===== config.mk =====
export PLATFORM = sky130hd
export DESIGN_NAME = dc_block_hpf
export DESIGN_NICKNAME = d
export VERILOG_FILES = /design/src/rtl/dcb_hpf_pkg.sv /design/src/rtl/dcb_hpf_core.sv /design/src/rtl/dcb_hpf_quant.sv /design/src/rtl/dc_block_hpf.sv
export SDC_FILE = /design/constraint.sdc
export NUM_CORES = 1
export LEC_CHECK = 0
export ABC_AREA = 1
export BUFFER_PORTS_ARGS = -buffer_cell sky130_fd_sc_hd__buf_4
export CAP_MARGIN = 20
export CORE_UTILIZATION = 53
export DETAILED_ROUTE_END_ITERATION = 8
export GPL_TIMING_DRIVEN = 0
export HOLD_SLACK_MARGIN = 0.05
export PLACE_DENSITY_LB_ADDON = 0.3
export SLEW_MARGIN = 20
export SYNTH_ARGS = -nofsm -noshare
export SYNTH_HDL_FRONTEND = slang
export SYNTH_SLANG_ARGS = --single-unit

===== constraint.sdc =====
create_clock -name clk -period 8.4 [get_ports clk]
set_input_delay 2.1 -clock clk [delete_from_list [all_inputs] [get_ports clk]]
set_output_delay 2.1 -clock clk [all_outputs]
set_load 0.02 [all_outputs]

===== src/rtl/dcb_hpf_pkg.sv =====
package dcb_hpf_pkg;

    localparam int DEF_DATA_W     = 16;
    localparam int DEF_FRAC_W     = 10;
    localparam int DEF_POLE_SHIFT = 11;
    localparam int DEF_NUM_CH     = 2;

    // Tag width; at least one bit so the port never collapses.
    function automatic int tag_width(input int n);
        return (n > 1) ? $clog2(n) : 1;
    endfunction

endpackage


===== src/rtl/dcb_hpf_core.sv =====
// One recurrence step: next feedback state from sample, previous sample and state.
module dcb_hpf_core #(
    parameter int DATA_W     = 16,
    parameter int FRAC_W     = 10,
    parameter int POLE_SHIFT = 11,
    parameter int STATE_W    = DATA_W + FRAC_W + 3
) (
    input  logic signed [DATA_W-1:0]  x_cur,
    input  logic signed [DATA_W-1:0]  x_last,
    input  logic signed [STATE_W-1:0] y_last,
    output logic signed [STATE_W-1:0] y_next
);
    localparam int SUM_W = STATE_W + 1;

    logic signed [DATA_W:0]    diff;
    logic signed [SUM_W-1:0]   diff_ext;
    logic signed [SUM_W-1:0]   diff_scaled;
    logic signed [SUM_W-1:0]   y_ext;
    logic signed [SUM_W-1:0]   leak_bias;
    logic signed [SUM_W-1:0]   leak;
    logic signed [SUM_W-1:0]   sum_full;
    logic                      y_is_pos;

    always_comb begin
        diff        = {x_cur[DATA_W-1], x_cur} - {x_last[DATA_W-1], x_last};
        diff_ext    = {{(SUM_W-DATA_W-1){diff[DATA_W]}}, diff};
        diff_scaled = diff_ext <<< FRAC_W;
        y_ext       = {y_last[STATE_W-1], y_last};
        // Leak rounded away from zero: a positive state gets a ceiling,
        // a negative one keeps the floor of the arithmetic shift.
        y_is_pos    = !y_last[STATE_W-1] && (y_last != '0);
        leak_bias   = y_is_pos ? {{(SUM_W-POLE_SHIFT){1'b0}}, {POLE_SHIFT{1'b1}}}
                               : '0;
        leak        = (y_ext + leak_bias) >>> POLE_SHIFT;
        sum_full    = y_ext + diff_scaled - leak;
        y_next      = sum_full[STATE_W-1:0];
    end
endmodule


===== src/rtl/dcb_hpf_quant.sv =====
// Round half-up from the extended state to sample width, then clamp.
module dcb_hpf_quant #(
    parameter int DATA_W  = 16,
    parameter int FRAC_W  = 10,
    parameter int STATE_W = DATA_W + FRAC_W + 3
) (
    input  logic signed [STATE_W-1:0] y_state,
    output logic signed [DATA_W-1:0]  y_out
);
    localparam int SUM_W = STATE_W + 1;

    localparam logic signed [SUM_W-1:0] HALF_LSB =
        {{(SUM_W-FRAC_W){1'b0}}, 1'b1, {(FRAC_W-1){1'b0}}};
    localparam logic signed [SUM_W-1:0] POS_LIM =
        {{(SUM_W-DATA_W+1){1'b0}}, {(DATA_W-1){1'b1}}};
    localparam logic signed [SUM_W-1:0] NEG_LIM =
        {{(SUM_W-DATA_W+1){1'b1}}, {(DATA_W-1){1'b0}}};

    logic signed [SUM_W-1:0] biased;
    logic signed [SUM_W-1:0] whole;

    always_comb begin
        biased = {y_state[STATE_W-1], y_state} + HALF_LSB;
        whole  = biased >>> FRAC_W;
        if (whole > POS_LIM) begin
            y_out = POS_LIM[DATA_W-1:0];
        end else if (whole < NEG_LIM) begin
            y_out = NEG_LIM[DATA_W-1:0];
        end else begin
            y_out = whole[DATA_W-1:0];
        end
    end
endmodule


===== src/rtl/dc_block_hpf.sv =====
module dc_block_hpf
    import dcb_hpf_pkg::*;
#(
    parameter int DATA_W     = DEF_DATA_W,
    parameter int FRAC_W     = DEF_FRAC_W,
    parameter int POLE_SHIFT = DEF_POLE_SHIFT,
    parameter int NUM_CH     = DEF_NUM_CH,
    parameter int CH_W       = tag_width(NUM_CH)
) (
    input  logic              clk,
    input  logic              rst_n,
    input  logic              in_valid,
    input  logic [CH_W-1:0]   in_ch,
    input  logic [DATA_W-1:0] in_data,
    output logic              out_valid,
    output logic [CH_W-1:0]   out_ch,
    output logic [DATA_W-1:0] out_data
);
    localparam int STATE_W = DATA_W + FRAC_W + 3;

    typedef struct packed {
        logic                             vld;
        logic [CH_W-1:0]                  ch;
        logic [DATA_W-1:0]                dat;
        logic [NUM_CH-1:0][DATA_W-1:0]    x_prev;
        logic [NUM_CH-1:0][STATE_W-1:0]   y_fb;
    } hpf_regs_t;

    hpf_regs_t regs_d, regs_q;

    logic signed [DATA_W-1:0]  sel_x_prev;
    logic signed [STATE_W-1:0] sel_y_fb;
    logic signed [STATE_W-1:0] step_y;
    logic signed [DATA_W-1:0]  step_out;

    always_comb begin
        sel_x_prev = $signed(regs_q.x_prev[in_ch]);
        sel_y_fb   = $signed(regs_q.y_fb[in_ch]);
    end

    dcb_hpf_core #(
        .DATA_W    (DATA_W),
        .FRAC_W    (FRAC_W),
        .POLE_SHIFT(POLE_SHIFT),
        .STATE_W   (STATE_W)
    ) core_i (
        .x_cur ($signed(in_data)),
        .x_last(sel_x_prev),
        .y_last(sel_y_fb),
        .y_next(step_y)
    );

    dcb_hpf_quant #(
        .DATA_W (DATA_W),
        .FRAC_W (FRAC_W),
        .STATE_W(STATE_W)
    ) quant_i (
        .y_state(step_y),
        .y_out  (step_out)
    );

    always_comb begin
        regs_d     = regs_q;
        regs_d.vld = in_valid;
        if (in_valid) begin
            regs_d.ch            = in_ch;
            regs_d.dat           = step_out;
            regs_d.x_prev[in_ch] = in_data;
            regs_d.y_fb[in_ch]   = step_y;
        end
    end

    always_ff @(posedge clk) begin
        if (!rst_n) begin
            regs_q <= '0;
        end else begin
            regs_q <= regs_d;
        end
    end

    assign out_valid = regs_q.vld;
    assign out_ch    = regs_q.ch;
    assign out_data  = regs_q.dat;

endmodule


==> results of run 1 <==
==> path summary, 6_finish.rpt <==
| kind | startpoint | end | cells past startpoint |
|---|---|---|---|
| setup / recovery | in_ch | out_data[14] | 37 |
| hold / removal | regs_q[58] | regs_q[58] | 2 |
| setup reg to reg | regs_q[29] | out_data[14] | 35 |
| hold reg to reg | regs_q[58] | regs_q[58] | 2 |
==> critical path: cells and delay by family <==
kind,cells,cell delay [ps]
simple gates,23,3370
fa+ha+maj,3,1100
buf+inv,6,830
compound gates,4,750
xor+xnor,1,320
==> state kept, by name, indices dropped and copies added (netlist names) <==
| signal | cells |
|---|---|
| regs_q | 90 |
| out_data | 16 |
| out_ch | 1 |
| out_valid | 1 |
==> cells in the final DEF (no fill, tap or decap), types with 15 or more instances in the layout <==
cell,count
buf_4,64
xor2_1,29
ha_1,45
nor2_2,15
nand2_2,43
o22ai_1,27
clkbuf_1,27
fa_1,20
o21ai_0,99
nand4_1,20
nor2_4,15
nor2_1,111
nand3_1,47
nand2_1,317
dfxtp_1,108
a21oi_1,61
inv_1,266
==> layout make-up <==
cell class / instances / area share [%]
tap: 220 / 2.58
buffer: 53 / 3.05
clock inverter: 7 / 0.774
multi-input combinational: 987 / 57.8
timing repair buffer: 48 / 3.53
sequential: 108 / 20.3
clock buffer: 9 / 2.11
inverter: 280 / 9.92
==> cell usage after synthesis, types with 2 or more instances <==
cell | count | area, sq um
nand2_1 | 335 | 1260
inv_1 | 274 | 1030
nor2_1 | 126 | 473
o21ai_0 | 121 | 606
dfxtp_1 | 108 | 2160
a21oi_1 | 68 | 340
ha_1 | 65 | 813
nand3_1 | 50 | 250
xor2_1 | 30 | 263
clkbuf_1 | 27 | 101
nand2_2 | 27 | 169
o22ai_1 | 27 | 169
fa_1 | 20 | 400
nand4_1 | 20 | 125
buf_4 | 16 | 120
nor3_1 | 13 | 65.1
xnor2_1 | 12 | 105
o211ai_1 | 11 | 82.6
nand3_2 | 10 | 100
buf_2 | 8 | 40.0
nor2_4 | 8 | 90.1
nor2_2 | 7 | 43.8
o21ai_1 | 7 | 35.0
o21bai_1 | 6 | 45.0
o21a_1 | 5 | 37.5
clkinv_1 | 3 | 11.3
inv_2 | 3 | 11.3
nor4_1 | 3 | 18.8
a31oi_1 | 2 | 12.5
and2_1 | 2 | 12.5
buf_6 | 2 | 22.5
==> per-layer routing <==
layer	share of wire (%)	vias to the layer above
li1	-	4601
met1	42	4285
met2	46	305
met3	6.7	68
met4	4.4	0
met5	0	-
==> repair_timing <==
item,4_1_cts,5_1_grt
hold buffers,0,0
setup endpoints to repair,16,16
pin swaps,0,21
setup buffers,1,11
cloned,0,1
resized for setup,30,132
==> through the flow <==
step           hold WS, ps  worst slack, ps  std cells  util, %
6_report               471              148       1712     63.9
2_1_floorplan          441              434       1427        -
3_5_place_dp           457             -977       1683     57.8
4_1_cts                471             7.34       1700     60.0
3_3_place_gp           452             -907       1683     57.8
5_1_grt                497             -156       1712     63.9
==> cell families after synthesis <==
kind of cell	count (synthesis)	synth area share [%]
AO/OA/AOI/OAI	253	15.1
XOR/XNOR	42	4.04
adder cells (fa/ha/maj)	85	13.3
buffers and inverters	333	14.7
flip-flops	108	23.8
AND/OR/NAND/NOR	606	29.1
==> summary.txt, run 1 <==
Run status
  • Outcome: complete, no violations

Routing
  • Vias: 9259
  • Vias/cell: 5.41
  • Routed WL: 26800 um
  • DR DRC count: 0
  • WL/cell: 15.6 um
  • DR pass1 iterations: 5
  • DRT iter0 DRCs: 748
  • Post-route ant nets: 0

Clock tree
  • Clock transition at path regs: 80 ps
  • Total CTS buffers: 9
  • CTS tree: yes
  • Clk sinks: 108
  • Clock Tree Buf Depth: 2
  • H-tree levels: 3
  • Worst skew pair latency: 350 ps
  • CTS root buffer: clkbuf_16

Synth
  • Syn nets: 1532
  • Share of the yosys chip area belonging to registers: 23.8%
  • Async SR Flop Fraction: 0%
  • Yosys Warn Count: 0
  • Mapped Area: 0.00910 sq mm
  • Synth Area per Inst: 6.38 sq um
  • Gate Count Post-Synth: 1427
  • Yosys reg bits: 108
  • Synth cell types: 42
  • Most used flip-flop cell after synthesis: dfxtp_1
  • EDFF count, synth: 0

Finish
  • Synth-to-layout area growth: 17.3%
  • Final non-filler cell area: 0.0107 sq mm
  • Ant. Diodes: 0
  • Fillers: 1561
  • Sequential cell area: 0.00216 sq mm
  • Nets: 1592
  • Proportion of layout cells with a drive suffix above 1: 16.6%
  • Multi-input logic area: 0.00617 sq mm

Place
  • I/O Buffers: 36
  • RePlAce Congestion: 0.928
  • DP Area: 0.00965 sq mm
  • HPWL Detailed: 20700 um

Floorplan
  • Placement row count: 47
  • Starting Density: 54.5%
  • IO Count: 38
  • Die width: 133 um
  • Core Region: 0.0167 sq mm
  • Die ar.: 0.0177 sq mm
  • Die Y: 133 um

Min path
  • Tightest Hold Check Type: flop to flop

Critical path
  • Critical Path RT: 8650 ps
  • Slowest-stage cell, CP: fa_1
  • Crit path kind: primary input to flop
  • Critical Path Start Type: primary input
  • CP arrival: 8500 ps
  • CP max FO: 10
  • Critical Path Max Stage Delay: 530 ps
  • FF-to-FF setup slack: 1830 ps
  • Worst setup EP type: flop

GRT
  • Vias in the first global route: 7883
  • Largest net degree at the start of global routing: 20
  • Most crowded layer after global routing: met2
  • Total track usage: 28.9%
  • First-pass GRT wire length: 40100 um
  • Grt met3 use: 3.45%
  • Initial antenna violation count: 0
  • Met1 Use GR: 38.6%
  • Grt total ovfl: 0
  • Met2 Usage GRT: 47.9%

STA
  • Normalized max-slew margin: 30.3%
  • Final Max Slew Viols: 0
  • Final Hold Fails: 0
  • Final worst clock skew: 7.93 ps
  • Tcrit/Tclk final: 98.2%
  • Fin Setup TNS: 0 ps
  • Final min period: 8250 ps
  • Max Freq: 121 MHz
  • Measured slew at the worst slew-check pin: 1040 ps
  • Setup violations, final: 0

Flow run
  • Max cap viols: 0
Power of run 1 is left out: the tool's default activity adds up to more than one toggle a clock period on the data nets, which glitch-free logic cannot reach.
==> run 2, diff against run 1 <==
--- a/config.mk
+++ b/config.mk
@@ -12,6 +12,7 @@
 export DETAILED_ROUTE_END_ITERATION = 8
 export GPL_TIMING_DRIVEN = 0
 export HOLD_SLACK_MARGIN = 0.05
+export MAX_ROUTING_LAYER = met4
 export PLACE_DENSITY_LB_ADDON = 0.3
 export SLEW_MARGIN = 20
 export SYNTH_ARGS = -nofsm -noshare
==> run 2 against run 1 <==
Design area down 0.93%. Global-route usage up 1.8 points. Clock-buffer cell count unchanged. First-iteration DRC count up 15%. Cell count about the same. Hold slack better by 7.3 ps. Setup slack better by 130 ps.
==> summary.txt, run 2 (synthesized netlist as in run 1, its figures left out) <==
Run status
  • Outcome: complete, no violations

STA
  • Final min period: 8120 ps (-133 ps)
  • Setup WS post-layout: 281 ps (+133 ps)
  • Setup violations, final: 0 (unchanged)
  • Normalized max-slew margin: 31.4% (+1.1 points)
  • Max Freq: 123 MHz (+1.6%)
  • Tcrit/Tclk final: 96.7% (-1.6 points)
  • Final worst clock skew: 8.08 ps (+0.150 ps)
  • Hold WS: 478 ps (+7.27 ps)
  • Final Max Slew Viols: 0 (unchanged)
  • Final Hold Fails: 0 (unchanged)
  • Measured slew at the worst slew-check pin: 1020 ps (-19.6 ps)

Critical path
  • Reg2reg path depth: 42 (+20%)
  • Reg2Reg Launch Point: regs_q[38]
  • Worst path bufs/invs: 7 (+1)
  • Critical Path RT: 8650 ps (about the same)
  • Cell mode on critical path: nand2_1
  • Crit path kind: primary input to flop
  • Critical Path Max Stage Delay: 500 ps (-30 ps)
  • Critical Path Start Type: primary input
  • Kind of cell adding the most delay to the critical path: simple AND/OR/NAND/NOR gates
  • CP arrival: 8370 ps (-130 ps)
  • FF-to-FF setup slack: 2040 ps (+210 ps)
  • FF-to-FF End: out_data[14]
  • CP max FO: 10 (unchanged)
  • Slowest-stage cell, CP: fa_1
  • Worst setup EP type: flop

Finish
  • Max reg flops: 90 (unchanged)
  • Synth-to-layout area growth: 16.2%
  • Fillers: 1565 (+0.26%)
  • Ant. Diodes: 0 (unchanged)
  • Proportion of layout cells with a drive suffix above 1: 15.8% (-0.75 points)
  • Commonest cells after routing, fill and taps aside: nand2_1 (318), inv_1 (266), nor2_1 (110)
  • Multi-input logic area: 0.00606 sq mm (-1.7%)
  • Largest Register: regs_q
  • Post-layout util: 63.3% (-0.59 points)
  • Sequential cell area: 0.00216 sq mm (unchanged)
  • Commonest non-fill, non-tap cell in the layout: nand2_1
  • Nets: 1593 (+0.063%)

Floorplan
  • Placement row count: 47 (unchanged)
  • IO Count: 38 (unchanged)
  • Core Region: 0.0167 sq mm (unchanged)
  • Starting Density: 54.5% (unchanged)
  • Die ar.: 0.0177 sq mm (unchanged)
  • Die width: 133 um (unchanged)
  • Die Y: 133 um (unchanged)

Place
  • HPWL Detailed: 20800 um (+0.31%)
  • I/O Buffers: 36 (unchanged)
  • Place WS: -1090 ps (-118 ps)
  • RePlAce Congestion: 0.913 (-1.6%)

Min path
  • Hold_sp: regs_q[61]
  • Hold endpoint: regs_q[61]
  • WHS Path Cells: 2 (unchanged)
  • Tightest Hold Check Type: flop to flop

Routing
  • WL/cell: 15.4 um (-1.3%)
  • DR pass1 iterations: 5 (unchanged)
  • Post-route ant nets: 0 (unchanged)
  • DR DRC count: 0 (unchanged)
  • Vias/cell: 5.37 (-0.79%)
  • Vias: 9191 (-0.73%)
  • Routed WL: 26400 um (-1.3%)
  • DRT iter0 DRCs: 857 (+15%)

Flow run
  • Max cap viols: 0 (unchanged)

Clock tree
  • Clock transition at path regs: 80 ps (about the same)
  • Total CTS buffers: 9 (unchanged)
  • Worst skew pair latency: 360 ps (about the same)
  • CTS root buffer: clkbuf_16
  • H-tree levels: 3 (unchanged)
  • Clock Tree Buf Depth: 2 (unchanged)
  • Clk sinks: 108 (unchanged)
  • CTS tree: yes

GRT
  • Initial antenna violation count: 0 (unchanged)
  • Vias in the first global route: 8253 (+4.7%)
  • Largest net degree at the start of global routing: 20 (unchanged)
  • Grt total ovfl: 0 (unchanged)
  • Total track usage: 30.7% (+1.8 points)
  • First-pass GRT wire length: 41200 um (+2.8%)
[run 2: cell count changes in the layout (fill, tap and decap cells not counted), moves of 3 or more]
cell / before / now
o21ai_0: 99 / 103
nor2_4: 15 / 12
nor2_2: 15 / 19
ha_1: 45 / 50
ha_4: 14 / 10
[run 2: through the flow]
step           instance area, sq um  std cells  setup TNS (ps)
6_report                      10600       1713               0
5_1_grt                       10600       1713            -760
4_1_cts                       10000       1702               0
3_5_place_dp                   9650       1683          -16920
3_3_place_gp                   9650       1683          -13940
2_1_floorplan                  9100       1427               0
[run 2: repair_timing]
item,4_1_cts,5_1_grt
setup buffers,3,10
cloned,0,1
pin swaps,0,16
hold buffers,0,0
setup endpoints to repair,16,16
resized for setup,33,108
[run 2: area by class of cell]
class,instances,share of cell area [%]
plain buffers,53,3.11
clock buffers,9,2.13
clock inverters,7,0.793
inverters,280,10.0
multi-input cells,987,57.3
flip-flops and latches,108,20.4
well taps,220,2.60
repair buffers,49,3.60
[run 2: worst max-delay path by stage]
stage | from | end | slack, ps | cells after the start
after floorplan | in_ch | out_data[5] | 430 | 41
after global placement | in_ch | out_data[14] | -960 | 39
after detailed placement | in_ch | out_data[14] | -1090 | 39
after CTS | in_ch | out_data[14] | 10 | 41
after global routing | in_ch | out_data[11] | -100 | 40
final | in_ch | out_data[14] | 280 | 43
[run 2: worst min-delay path, delay by kind of cell (launching register included)]
family | cells | cell delay (ps)
buf+inv | 1 | 50
flops | 1 | 300
compound gates | 1 | 70
[run 2: routing by layer]
layer | up-vias | global-route usage [%] | share of wire [%]
met5 | - | - | 0
met4 | 0 | 15.2 | 4.9
met3 | 66 | 4.25 | 6.5
met2 | 305 | 48.2 | 45
met1 | 4207 | 38.5 | 43
li1 | 4613 | - | -
Power of run 2 is left out for the same reason.
==> run 3, diff against run 2 <==
--- a/config.mk
+++ b/config.mk
@@ -8,7 +8,10 @@
 export ABC_AREA = 1
 export BUFFER_PORTS_ARGS = -buffer_cell sky130_fd_sc_hd__buf_4
 export CAP_MARGIN = 20
-export CORE_UTILIZATION = 53
+export CELL_PAD_IN_SITES_DETAIL_PLACEMENT = 0
+export CELL_PAD_IN_SITES_GLOBAL_PLACEMENT = 1
+export CORE_UTILIZATION = 41
+export CTS_CLUSTER_SIZE = 8
 export DETAILED_ROUTE_END_ITERATION = 8
 export GPL_TIMING_DRIVEN = 0
 export HOLD_SLACK_MARGIN = 0.05
==> run 3 against run 2 <==
Clock skew shrank 1.1 ps. Via count decreased by 2.0%. Clock-buffer cell count is 2 higher. Highest routed layer unchanged. Cell count up 3.9%. Utilization fell by 13 points.
==> summary.txt, run 3 (synthesized netlist as in run 1, its figures left out) <==
STA
  • Measured slew at the worst slew-check pin: 1080 ps (+54.5 ps)
  • Setup violations, final: 0 (unchanged)
  • Fin Setup TNS: 0 ps (unchanged)
  • Max Freq: 123 MHz (-0.43%)
  • Normalized max-slew margin: 27.7% (-3.7 points)
  • Final min period: 8150 ps (+34.9 ps)
  • Tcrit/Tclk final: 97.1% (+0.42 points)
  • Final worst clock skew: 7.02 ps (-1.06 ps)
  • Final Hold Fails: 0 (unchanged)
  • Final Max Slew Viols: 0 (unchanged)
  • Setup WS post-layout: 246 ps (-34.9 ps)

GRT
  • First-pass GRT wire length: 42300 um (+2.7%)
  • Largest net degree at the start of global routing: 17 (-15%)
  • Vias in the first global route: 7915 (-4.1%)
  • Grt total ovfl: 0 (unchanged)
  • Total track usage: 25.5% (-5.2 points)
  • Initial antenna violation count: 0 (unchanged)

Critical path
  • Critical Path Start Type: primary input
  • CP arrival: 8400 ps (+30 ps)
  • Worst setup EP type: flop
  • Critical Path RT: 8650 ps (about the same)
  • Crit path kind: primary input to flop
  • Slowest-stage cell, CP: fa_1
  • Critical Path Max Stage Delay: 540 ps (+40 ps)
  • Cell mode on critical path: nand2_2
  • CP max FO: 10 (unchanged)

Floorplan
  • Die ar.: 0.0228 sq mm (+29%)
  • Die width: 151 um (+13%)
  • Core Region: 0.0218 sq mm (+31%)
  • Placement row count: 54 (+15%)
  • IO Count: 38 (unchanged)
  • Die Y: 151 um (+13%)
  • Starting Density: 41.7% (-13 points)

Finish
  • Synth-to-layout area growth: 20.3%
  • Nets: 1600 (+0.44%)
  • Ant. Diodes: 0 (unchanged)
  • Multi-input logic area: 0.00632 sq mm (+4.3%)
  • Commonest non-fill, non-tap cell in the layout: nand2_1
  • Sequential cell area: 0.00216 sq mm (unchanged)
  • Max reg flops: 90 (unchanged)
  • Proportion of layout cells with a drive suffix above 1: 18.5% (+2.7 points)
  • Largest Register: regs_q
  • Fillers: 2313 (+48%)
  • Commonest cells after routing, fill and taps aside: nand2_1 (309), inv_1 (264), dfxtp_1 (108)
  • Final non-filler cell area: 0.0110 sq mm (+3.6%)

Clock tree
  • Worst skew pair latency: 360 ps (about the same)
  • Total CTS buffers: 9 (unchanged)
  • Hold_buf cts: 0 (unchanged)
  • Clock Tree Buf Depth: 2 (unchanged)
  • Clk sinks: 108 (unchanged)
  • CTS tree: yes
  • H-tree levels: 3 (unchanged)
  • Clock transition at path regs: 70 ps (about the same)
  • CTS root buffer: clkbuf_16

Flow run
  • Max cap viols: 0 (unchanged)

Routing
  • Vias: 9008 (-2.0%)
  • Vias/cell: 5.06 (-5.6%)
  • Post-route ant nets: 0 (unchanged)
  • DRT iter0 DRCs: 631 (-26%)
  • DR pass1 iterations: 5 (unchanged)
  • DR DRC count: 0 (unchanged)
  • Routed WL: 28400 um (+7.5%)
  • WL/cell: 16.0 um (+3.6%)

Place
  • DP Area: 0.00972 sq mm (+0.78%)
  • Place WS: -1270 ps (-172 ps)
  • I/O Buffers: 36 (unchanged)
  • RePlAce Congestion: 0.888 (-2.7%)
  • HPWL Detailed: 22800 um (+9.8%)

Min path
  • Tightest Hold Check Type: flop to flop

Run status
  • Outcome: complete, no violations
==> run 3: metrics by stage <==
| stage | cells | hold slack (ps) | util, % |
|---|---|---|---|
| global placement | 1743 | 453 | 44.6 |
| floorplan | 1427 | 441 | - |
| detailed placement | 1743 | 458 | 44.6 |
| global route | 1779 | 494 | 50.2 |
| CTS | 1762 | 473 | 46.5 |
| finish | 1779 | 478 | 50.2 |
==> run 3: worst paths after layout <==
path         startpoint          end  slack [ps]  depth (start not counted)
max               in_ch  out_data[5]         250                         39
min              out_ch       out_ch         480                          2
max reg2reg  regs_q[52]  out_data[5]        1980                         38
min reg2reg      out_ch       out_ch         480                          2
==> run 3: worst max-delay path: cells and delay by family <==
kind,cells,cell delay [ps]
simple gates,29,3880
buf+inv,5,830
fa+ha+maj,3,1210
compound gates,2,340
==> run 3: cell type report <==
class	instances	share of cell area, %
clock inverter	4	0.457
clock buffer	11	2.22
multi-input combinational	987	57.7
inverter	280	9.66
sequential	108	19.7
timing repair buffer	56	4.09
tap	280	3.20
buffer	53	2.94
==> run 3: timing repair <==
action                                 CTS  global route
setup endpoints to repair               18            16
endpoints found under the hold margin    0             0
buffers inserted                         4            14
resized for setup                       44           150
pin swaps                                2            28
cloned                                   0             3
==> run 3: routing by layer <==
metal | GRT usage (%) | share of wire, % | vias up
met5 | - | 0 | -
met4 | 6.90 | 2.8 | 0
met3 | 2.89 | 4.6 | 37
met2 | 42.5 | 47 | 196
met1 | 32.5 | 46 | 4157
li1 | - | - | 4618
Power of run 3 is left out for the same reason.
